File: src/rtl/qnt_pkg.sv
package qnt_pkg;
  typedef enum logic [1:0] {
    TAG_WEIGHT  = 2'd0,
    TAG_PARTIAL = 2'd1,
    TAG_MERGED  = 2'd2,
    TAG_SPARE   = 2'd3
  } tensor_tag_e;

  typedef enum logic {
    PH_FILL  = 1'b0,
    PH_DRAIN = 1'b1
  } phase_e;
endpackage

File: src/rtl/qnt_peak_track.sv
module qnt_peak_track #(
  parameter int DATA_W = 16,
  parameter int EXP_W  = 4
) (
  input  logic              clk,
  input  logic              rst_n,
  input  logic              clr,
  input  logic              upd,
  input  logic [DATA_W-1:0] din,
  output logic [DATA_W-1:0] peak_q,
  output logic [DATA_W-1:0] peak_nx,
  output logic [EXP_W-1:0]  exp_nx
);
  function automatic logic [DATA_W-1:0] abs_val(logic [DATA_W-1:0] v);
    return v[DATA_W-1] ? (~v + 1'b1) : v;
  endfunction

  // least e with 2^e >= m; 0 and 1 both give 0
  function automatic logic [EXP_W-1:0] ceil_exp(logic [DATA_W-1:0] m);
    logic [EXP_W-1:0] e;
    e = '0;
    for (int i = 0; i < DATA_W; i++) begin
      if (m > (DATA_W'(1) << i)) e = EXP_W'(i + 1);
    end
    return e;
  endfunction

  logic [DATA_W-1:0] din_mag;

  always_comb begin
    din_mag = abs_val(din);
    peak_nx = (din_mag > peak_q) ? din_mag : peak_q;
    exp_nx  = ceil_exp(peak_nx);
  end

  always_ff @(posedge clk) begin
    if (!rst_n)      peak_q <= '0;
    else if (clr)    peak_q <= '0;
    else if (upd)    peak_q <= peak_nx;
  end

  assert_peak_covers_R2: assert property (@(posedge clk) disable iff (!rst_n)
    (upd && !clr) |=> (peak_q >= $past(din_mag)));
endmodule

File: src/rtl/qnt_vec_store.sv
module qnt_vec_store #(
  parameter int DATA_W = 16,
  parameter int DEPTH  = 16,
  parameter int AW     = 4
) (
  input  logic              clk,
  input  logic              wr_en,
  input  logic [AW-1:0]     wr_addr,
  input  logic [DATA_W-1:0] wr_data,
  input  logic [AW-1:0]     rd_addr,
  output logic [DATA_W-1:0] rd_data
);
  logic [DATA_W-1:0] mem [DEPTH];

  always_ff @(posedge clk) begin
    if (wr_en) mem[wr_addr] <= wr_data;
  end

  assign rd_data = mem[rd_addr];
endmodule

File: src/rtl/qnt_code_map.sv
module qnt_code_map #(
  parameter int DATA_W = 16,
  parameter int CODE_W = 8,
  parameter int EXP_W  = 4
) (
  input  logic [DATA_W-1:0] din,
  input  logic [EXP_W-1:0]  shamt,
  output logic [CODE_W-1:0] code,
  output logic              sat_hit
);
  localparam int LEVELS = (1 << (CODE_W - 1)) - 1;
  localparam int PROD_W = DATA_W + CODE_W;

  function automatic logic [DATA_W-1:0] abs_val(logic [DATA_W-1:0] v);
    return v[DATA_W-1] ? (~v + 1'b1) : v;
  endfunction

  // full-width product, then half-up bias, then shift
  function automatic logic [PROD_W-1:0] round_shift(logic [DATA_W-1:0] m,
                                                    logic [EXP_W-1:0] s);
    logic [PROD_W-1:0] prod;
    logic [PROD_W-1:0] bias;
    prod = PROD_W'(m) * PROD_W'(LEVELS);
    bias = (s == '0) ? '0 : (PROD_W'(1) << (s - 1'b1));
    return (prod + bias) >> s;
  endfunction

  logic [DATA_W-1:0] mag;
  logic [PROD_W-1:0] scaled;
  logic [CODE_W-1:0] q;

  always_comb begin
    mag     = abs_val(din);
    scaled  = round_shift(mag, shamt);
    sat_hit = scaled > PROD_W'(LEVELS);
    q       = sat_hit ? CODE_W'(LEVELS) : scaled[CODE_W-1:0];
    code    = din[DATA_W-1] ? (~q + 1'b1) : q;
  end
endmodule

File: src/rtl/qnt_pow2_quant.sv
module qnt_pow2_quant #(
  parameter int DATA_W = 16,
  parameter int CODE_W = 8,
  parameter int DEPTH  = 16
) (
  input  logic                       clk,
  input  logic                       rst_n,
  input  logic                       in_valid,
  output logic                       in_ready,
  input  logic [DATA_W-1:0]          in_data,
  input  logic                       in_last,
  input  logic [1:0]                 in_tag,
  output logic                       out_valid,
  input  logic                       out_ready,
  output logic [CODE_W-1:0]          out_code,
  output logic [$clog2(DATA_W)-1:0]  out_exp,
  output logic [1:0]                 out_tag,
  output logic                       out_last
);
  import qnt_pkg::*;

  localparam int AW       = (DEPTH > 1) ? $clog2(DEPTH) : 1;
  localparam int EXP_W    = $clog2(DATA_W);
  localparam int LEVELS   = (1 << (CODE_W - 1)) - 1;
  localparam logic [CODE_W-1:0] MIN_CODE = {1'b1, {(CODE_W-1){1'b0}}};

  phase_e             phase;
  logic [AW-1:0]      wr_cnt, rd_cnt, last_idx;
  logic [EXP_W-1:0]   exp_q;
  tensor_tag_e        tag_q;

  logic [DATA_W-1:0]  peak_q, peak_nx, rd_data;
  logic [EXP_W-1:0]   exp_nx;
  logic               sat_hit;

  // named events
  logic in_fire, out_fire, vec_close, vec_done, depth_full;

  assign in_ready   = (phase == PH_FILL);
  assign out_valid  = (phase == PH_DRAIN);
  assign in_fire    = in_valid && in_ready;
  assign out_fire   = out_valid && out_ready;
  assign depth_full = (wr_cnt == AW'(DEPTH - 1));
  assign vec_close  = in_fire && (in_last || depth_full);
  assign vec_done   = out_fire && (rd_cnt == last_idx);

  always_ff @(posedge clk) begin
    if (!rst_n) begin
      phase    <= PH_FILL;
      wr_cnt   <= '0;
      rd_cnt   <= '0;
      last_idx <= '0;
      exp_q    <= '0;
      tag_q    <= TAG_WEIGHT;
    end else begin
      if (phase == PH_FILL) begin
        if (in_fire) begin
          if (wr_cnt == '0) tag_q <= tensor_tag_e'(in_tag);
          if (vec_close) begin
            phase    <= PH_DRAIN;
            last_idx <= wr_cnt;
            exp_q    <= exp_nx;
            rd_cnt   <= '0;
            wr_cnt   <= '0;
          end else begin
            wr_cnt <= wr_cnt + 1'b1;
          end
        end
      end else begin
        if (out_fire) begin
          if (vec_done) phase <= PH_FILL;
          else          rd_cnt <= rd_cnt + 1'b1;
        end
      end
    end
  end

  qnt_peak_track #(.DATA_W(DATA_W), .EXP_W(EXP_W)) u_peak (
    .clk(clk), .rst_n(rst_n), .clr(vec_done), .upd(in_fire),
    .din(in_data), .peak_q(peak_q), .peak_nx(peak_nx), .exp_nx(exp_nx)
  );

  qnt_vec_store #(.DATA_W(DATA_W), .DEPTH(DEPTH), .AW(AW)) u_store (
    .clk(clk), .wr_en(in_fire), .wr_addr(wr_cnt), .wr_data(in_data),
    .rd_addr(rd_cnt), .rd_data(rd_data)
  );

  qnt_code_map #(.DATA_W(DATA_W), .CODE_W(CODE_W), .EXP_W(EXP_W)) u_map (
    .din(rd_data), .shamt(exp_q), .code(out_code), .sat_hit(sat_hit)
  );

  assign out_exp  = exp_q;
  assign out_tag  = tag_q;
  assign out_last = out_valid && (rd_cnt == last_idx);

  // exponent covers the peak and is the least such
  assert_exp_covers_R2: assert property (@(posedge clk) disable iff (!rst_n)
    vec_close |=> ((DATA_W+1)'(peak_q) <= ((DATA_W+1)'(1) << exp_q)));
  assert_exp_least_R2: assert property (@(posedge clk) disable iff (!rst_n)
    vec_close |=> (exp_q == '0 || peak_q > (DATA_W'(1) << (exp_q - 1'b1))));
  assert_no_min_code_R4: assert property (@(posedge clk) disable iff (!rst_n)
    out_valid |-> (out_code != MIN_CODE));
  assert_no_sat_R4: assert property (@(posedge clk) disable iff (!rst_n)
    out_valid |-> !sat_hit);
  assert_code_range_R3: assert property (@(posedge clk) disable iff (!rst_n)
    out_valid |-> ($signed(out_code) <= LEVELS && $signed(out_code) >= -LEVELS));
  assert_close_blocks_R7: assert property (@(posedge clk) disable iff (!rst_n)
    vec_close |=> (out_valid && !in_ready));
  assert_done_reopens_R7: assert property (@(posedge clk) disable iff (!rst_n)
    (out_fire && out_last) |=> (in_ready && !out_valid));
  assert_hold_R8: assert property (@(posedge clk) disable iff (!rst_n)
    (out_valid && !out_ready) |=> (out_valid && $stable(out_code) &&
      $stable(out_exp) && $stable(out_tag) && $stable(out_last)));
  assert_depth_cap_R9: assert property (@(posedge clk) disable iff (!rst_n)
    (in_fire && depth_full) |=> out_valid);
endmodule

File: config.mk
export PLATFORM = sky130hd
export DESIGN_NAME = qnt_pow2_quant
export DESIGN_NICKNAME = d
export VERILOG_FILES = /design/src/rtl/qnt_pkg.sv /design/src/rtl/qnt_peak_track.sv /design/src/rtl/qnt_vec_store.sv /design/src/rtl/qnt_code_map.sv /design/src/rtl/qnt_pow2_quant.sv
export SDC_FILE = /design/constraint.sdc
export NUM_CORES = 1
export LEC_CHECK = 0
export ABC_AREA = 1
export BUFFER_PORTS_ARGS = -buffer_cell sky130_fd_sc_hd__buf_2
export CAP_MARGIN = 20
export CORE_ASPECT_RATIO = 0.9
export CORE_MARGIN = 10
export CORE_UTILIZATION = 56
export CTS_BUF_LIST = sky130_fd_sc_hd__clkbuf_16
export CTS_CLUSTER_DIAMETER = 200
export DETAILED_ROUTE_END_ITERATION = 6
export GPL_ROUTABILITY_DRIVEN = 0
export HOLD_SLACK_MARGIN = 0.05
export PLACE_DENSITY = 0.72
export SLEW_MARGIN = 20
export SYNTH_ARGS = -nofsm -noshare
export SYNTH_HDL_FRONTEND = slang
export SYNTH_HIERARCHICAL = 1
export SYNTH_SLANG_ARGS = --single-unit
File: constraint.sdc
create_clock -name clk -period 18.9 [get_ports clk]
set_input_delay 0.945 -clock clk [delete_from_list [all_inputs] [get_ports clk]]
set_output_delay 0.945 -clock clk [all_outputs]
set_load 0.05 [all_outputs]
==> impl_metrics.ini, run 1 <==
[status]
status = completed

[layout]
area_growth_pct = 7.67
regArea_um2 = 8390
multiInputGateArea_um2 = 8700
n_fill_cell = 3012
diodes = 0
drive_gt1_share_pct = 8.57
final_nets = 2548
finalInstanceArea_um2 = 20700

[clock_tree]
post_cts_buffers = 0
clk_pin_slew_ns = 0.06
ctsResizeCount = 0
worstSkewPairLatency_ns = 0.59
cts_tree = built
cts_buffers = 30
cts.sinks = 291
cts-root-buf = clkbuf_16
hold_buffers = 0
cts.path.max_buffers = 3
htreeDepth = 1

[global_route]
overflow = 0
antenna_found_initial = 0
grt_max_degree = 79
grtUsageTotal_pct = 22.3
grt_pass1_wl_um = 77700
grt_pass1_vias = 15190

[detailed_routing]
via_per_inst = 5.37
remaining_drc_errors = 0
route.vias.total = 15451
first_pass_iters = 7
wl_um = 47400
antenna_left = 0
drtIter0Drc = 1488
avgRoutedWirePerCell_um = 16.5

[sta]
hold_violations = 0
setup_viol = 0
worst_slew_margin_rel_pct = 28.3
worst_pin_slew_ns = 1.08
skew_ns = 0.0474
max_freq_mhz = 89.0
drv_slew = 0
finalSetupTns_ns = 0
grt_setup_unrepaired = false
finalCriticalPeriod_ns = 11.23
fin_crit_sh_pct = 59.4
fin_hold_ws_ns = 0.482

[setup_path]
cp_slowest_cell = clkinv_2
crit_path_max_fanout = 69
cpLargestDelayFamily = simple AND/OR/NAND/NOR gates
worst_setup_path_end_kind = primary output
crit_buf_inv = 11
required_ns = 17.95
worst-setup-path-type = flop to primary output
start_kind = flop
worst_path_most_repeated_cell = nand2_1
crit_arrival_ns = 10.29
cpPeakStageDelay_ns = 0.80

[yosys]
ys_top_cells_by_area = edfxtp_1 40%, nand2_1 13%, inv_1 9.0%
yosysTopAreaCell = edfxtp_1
syn_inst = 2377
synth_fp_nets = 2533
synth_commonest_cells = 655 x nand2_1, 462 x inv_1, 333 x nand3_1, 256 x edfxtp_1, 132 x nor2_1
ys_seq_elements = 291
synth-main-ff-cell = edfxtp_1
syn_area_um2 = 19200
syn-mean-instance-area_um2 = 8.09
postSynth.asyncResetShare_pct = 0
synth_edf_count = 256
synthDominantCellAreaShare_pct = 40.0
synth.most_common_cell = nand2_1
ys_warn_count = 6
synth_cell_type_count = 52
ys_seq_area_share_pct = 43.6

[placed_design]
io_buffers = 39
dpl_cell_area_um2 = 19800
dp_hpwl_um = 32100

[floorplanning]
initial_core_util_pct = 56.7
io_pins = 40
die_w_um = 215
die_area_um2 = 42200
fp-row-count = 64
die_h_um = 196
core_area_um2 = 34000

[hold_path]
min_path_type = flop to flop

[flow_run]
drv_cap = 0
==> path summary, 6_finish.rpt <==
check,end,startpoint,depth (start not counted),slack [ns]
setup / recovery,out_code[5],rd_cnt[0],48,7.67
hold / removal,out_tag[1],out_tag[1],2,0.48
setup reg to reg,out_exp[0],u_peak/peak_q[15],27,15.36
hold reg to reg,out_tag[1],out_tag[1],2,0.48
==> through the flow <==
| stage | instances | utilization [%] | worst slack (ns) |
|---|---|---|---|
| global placement | 2820 | 58.2 | 8.53 |
| floorplan | 2377 | - | 10.21 |
| CTS | 2875 | 60.9 | 7.73 |
| finish | 2876 | 61.0 | 7.67 |
| global route | 2876 | 61.0 | 6.68 |
| detailed placement | 2821 | 58.3 | 8.32 |
==> logic make-up after synthesis <==
family                   synth area share [%]
XOR/XNOR                                 1.82
multiplexers                           0.0520
buffers and inverters                    11.5
adder cells (fa/ha/maj)                  11.0
AND/OR/NAND/NOR                          27.9
flip-flops                               43.6
other                                  0.0195
AO/OA/AOI/OAI                            4.03
==> tightest hold or removal path, stage by stage, from the launching register on <==
cell and delay, ns:
dfxtp_1 0.32, nor2_1 0.04, nor2_1 0.08
==> state kept, by name, summed over array words and instances (netlist names) <==
name           count
last_idx           4
out_exp            4
out_tag            2
out_valid          1
rd_cnt             4
u_peak/peak_q     16
u_store/mem      256
wr_cnt             4
==> cell usage in the layout (no fill, tap or decap), types with 24 or more instances in the layout <==
cell | netlist | routed
nand2_1 | 655 | 655
inv_1 | 462 | 469
nand3_1 | 333 | 333
edfxtp_1 | 256 | 256
nor2_1 | 132 | 116
ha_1 | 73 | 73
fa_1 | 60 | 60
a21oi_1 | 57 | 57
o21ai_0 | 51 | 51
buf_2 | 25 | 39
dfxtp_1 | 35 | 33
clkbuf_16 | 0 | 30
nand2_2 | 29 | 29
xor2_1 | 26 | 26
nor2_2 | 15 | 24
==> metal layers <==
layer / global-route usage (%) / share of wire, % / up-vias
li1: - / - / 7555
met1: 29.6 / 44 / 7267
met2: 37.8 / 47 / 539
met3: 2.68 / 7.0 / 90
met4: 6.44 / 2.3 / 0
met5: 0 / 0 / -
==> cell type report <==
cell class	instances	share of cell area (%)
Inverter	477	8.68
Multi-Input combinational cell	1534	42.0
Timing Repair Buffer	58	1.69
Clock inverter	24	0.683
Tap cell	462	2.79
Clock buffer	30	3.62
Sequential cell	291	40.5
Power of run 1 is not shown: default switching activity piles up to over one toggle a cycle in this logic, so the estimate is an artifact.
==> run 2, diff against run 1 <==
--- a/config.mk
+++ b/config.mk
@@ -16,7 +16,7 @@
 export DETAILED_ROUTE_END_ITERATION = 6
 export GPL_ROUTABILITY_DRIVEN = 0
 export HOLD_SLACK_MARGIN = 0.05
-export PLACE_DENSITY = 0.72
+export PLACE_DENSITY = 0.75
 export SLEW_MARGIN = 20
 export SYNTH_ARGS = -nofsm -noshare
 export SYNTH_HDL_FRONTEND = slang
==> constraint.sdc (replaced) <==
create_clock -name clk -period 9.72 [get_ports clk]
set_input_delay 0.486 -clock clk [delete_from_list [all_inputs] [get_ports clk]]
set_output_delay 0.486 -clock clk [all_outputs]
set_load 0.05 [all_outputs]
==> impl_metrics.ini, run 2 (synthesized netlist as in run 1, its figures left out) <==
[clock_tree]
cts.path.max_buffers = 3
clk_pin_slew_ns = 0.07
cts_tree = built
cts-root-buf = clkbuf_16
cts_buffers = 29
htreeDepth = 1
hold_buffers = 0
worstSkewPairLatency_ns = 0.57
cts.sinks = 291

[sta]
drv_slew = 0
finalCriticalPeriod_ns = 9.05
fin_hold_ws_ns = 0.191
skew_ns = 0.0201
fin_crit_sh_pct = 93.1
setup_viol = 0
hold_violations = 0
worst_slew_margin_rel_pct = 24.4
max_freq_mhz = 111
worst_pin_slew_ns = 1.13

[setup_path]
worst-setup-path-type = flop to primary output
crit_arrival_ns = 8.56
worst_path_most_repeated_cell = nand2_1
r2r_slack_ns = 6.07
crit_path_max_fanout = 26
cpPeakStageDelay_ns = 0.55
worst_setup_path_end_kind = primary output
cp_slowest_cell = fa_1
required_ns = 9.23
start_kind = flop

[floorplanning]
core_area_um2 = 34000
initial_core_util_pct = 56.7
io_pins = 40
fp-row-count = 64
die_w_um = 215
die_area_um2 = 42200
die_h_um = 196

[layout]
largest_register_ffs = 256
drive_gt1_share_pct = 9.32
final_nets = 2560
fin_util_pct = 61.8
finalNonFillerCells = 2887
area_growth_pct = 9.10
final_common_cell = nand2_1
top_register = u_store/mem
diodes = 0
largestRegisters = u_store/mem (256), u_peak/peak_q (16)
final_cell_mix = 655 x nand2_1, 467 x inv_1, 333 x nand3_1

[global_route]
grt_pass1_wl_um = 75400
grt_max_degree = 102
overflow = 0
grtUsageTotal_pct = 21.7
antenna_found_initial = 0
grt_pass1_vias = 14921

[placed_design]
dp.cells = 2829
dp_hpwl_um = 31600
io_buffers = 39

[detailed_routing]
antenna_left = 0
via_per_inst = 5.41
drtIter0Drc = 1547
avgRoutedWirePerCell_um = 16.5
first_pass_iters = 6
remaining_drc_errors = 0
route.vias.total = 15626
wl_um = 47500

[status]
status = completed

[hold_path]
min_path_type = input port to flop

[flow_run]
drv_cap = 0
## run 2: cell count changes in the layout (fill, tap and decap cells not counted), moves of 2 or more
cell and change:
xor2_1 -7, xor2_2 +6, buf_6 +3, inv_1 -2, buf_8 +2, clkinv_2 -5
clkinv_1 +4, buf_4 +4, bufinv_16 +2
## run 2: per-stage QoR
step / worst slack (ns) / TNS [ns] / instance area (um^2)
after floorplan: 1.49 / 0 / 19200
after global placement: 0.874 / 0 / 19800
after detailed placement: 0.710 / 0 / 19900
after CTS: 0.0814 / 0 / 20800
after global routing: -0.0421 / -0.0753 / 21000
final: 0.672 / 0 / 21000
## run 2: final timing paths
path,start,end,depth (start not counted)
worst min-delay path,in_tag[1],out_tag[1],3
worst min register to register,last_idx[3],last_idx[3],2
worst max-delay path,rd_cnt[0],out_code[6],44
worst max register to register,u_peak/peak_q[15],out_exp[1],17
## run 2: cell type report
class	instances	area, um^2
Multi-Input combinational cell	1534	8780
Timing Repair Buffer	71	537
Clock inverter	23	173
Tap cell	462	578
Sequential cell	291	8390
Clock buffer	29	726
Inverter	477	1800
Fill cell	2920	13000
## run 2: timing repair
item,4_1_cts,5_1_grt
endpoints found under the setup margin,0,8
setup buffers,0,3
gates resized for setup,0,20
## run 2: routing by layer
layer	share of wire (%)	up-vias	track usage (%)
met5	0	-	0
met4	2.9	0	6.57
met3	8.0	111	2.66
met2	47	613	37.1
met1	42	7333	28.3
li1	-	7569	-
## run 2: critical path: cells and delay by family, from the launching register on
family | cells | cell delay (ns)
buf+inv | 11 | 1.30
simple gates | 21 | 2.39
flops | 1 | 0.42
fa+ha+maj | 6 | 2.55
xor+xnor | 1 | 0.21
compound gates | 5 | 1.12
Power of run 2 is left out for the same reason.
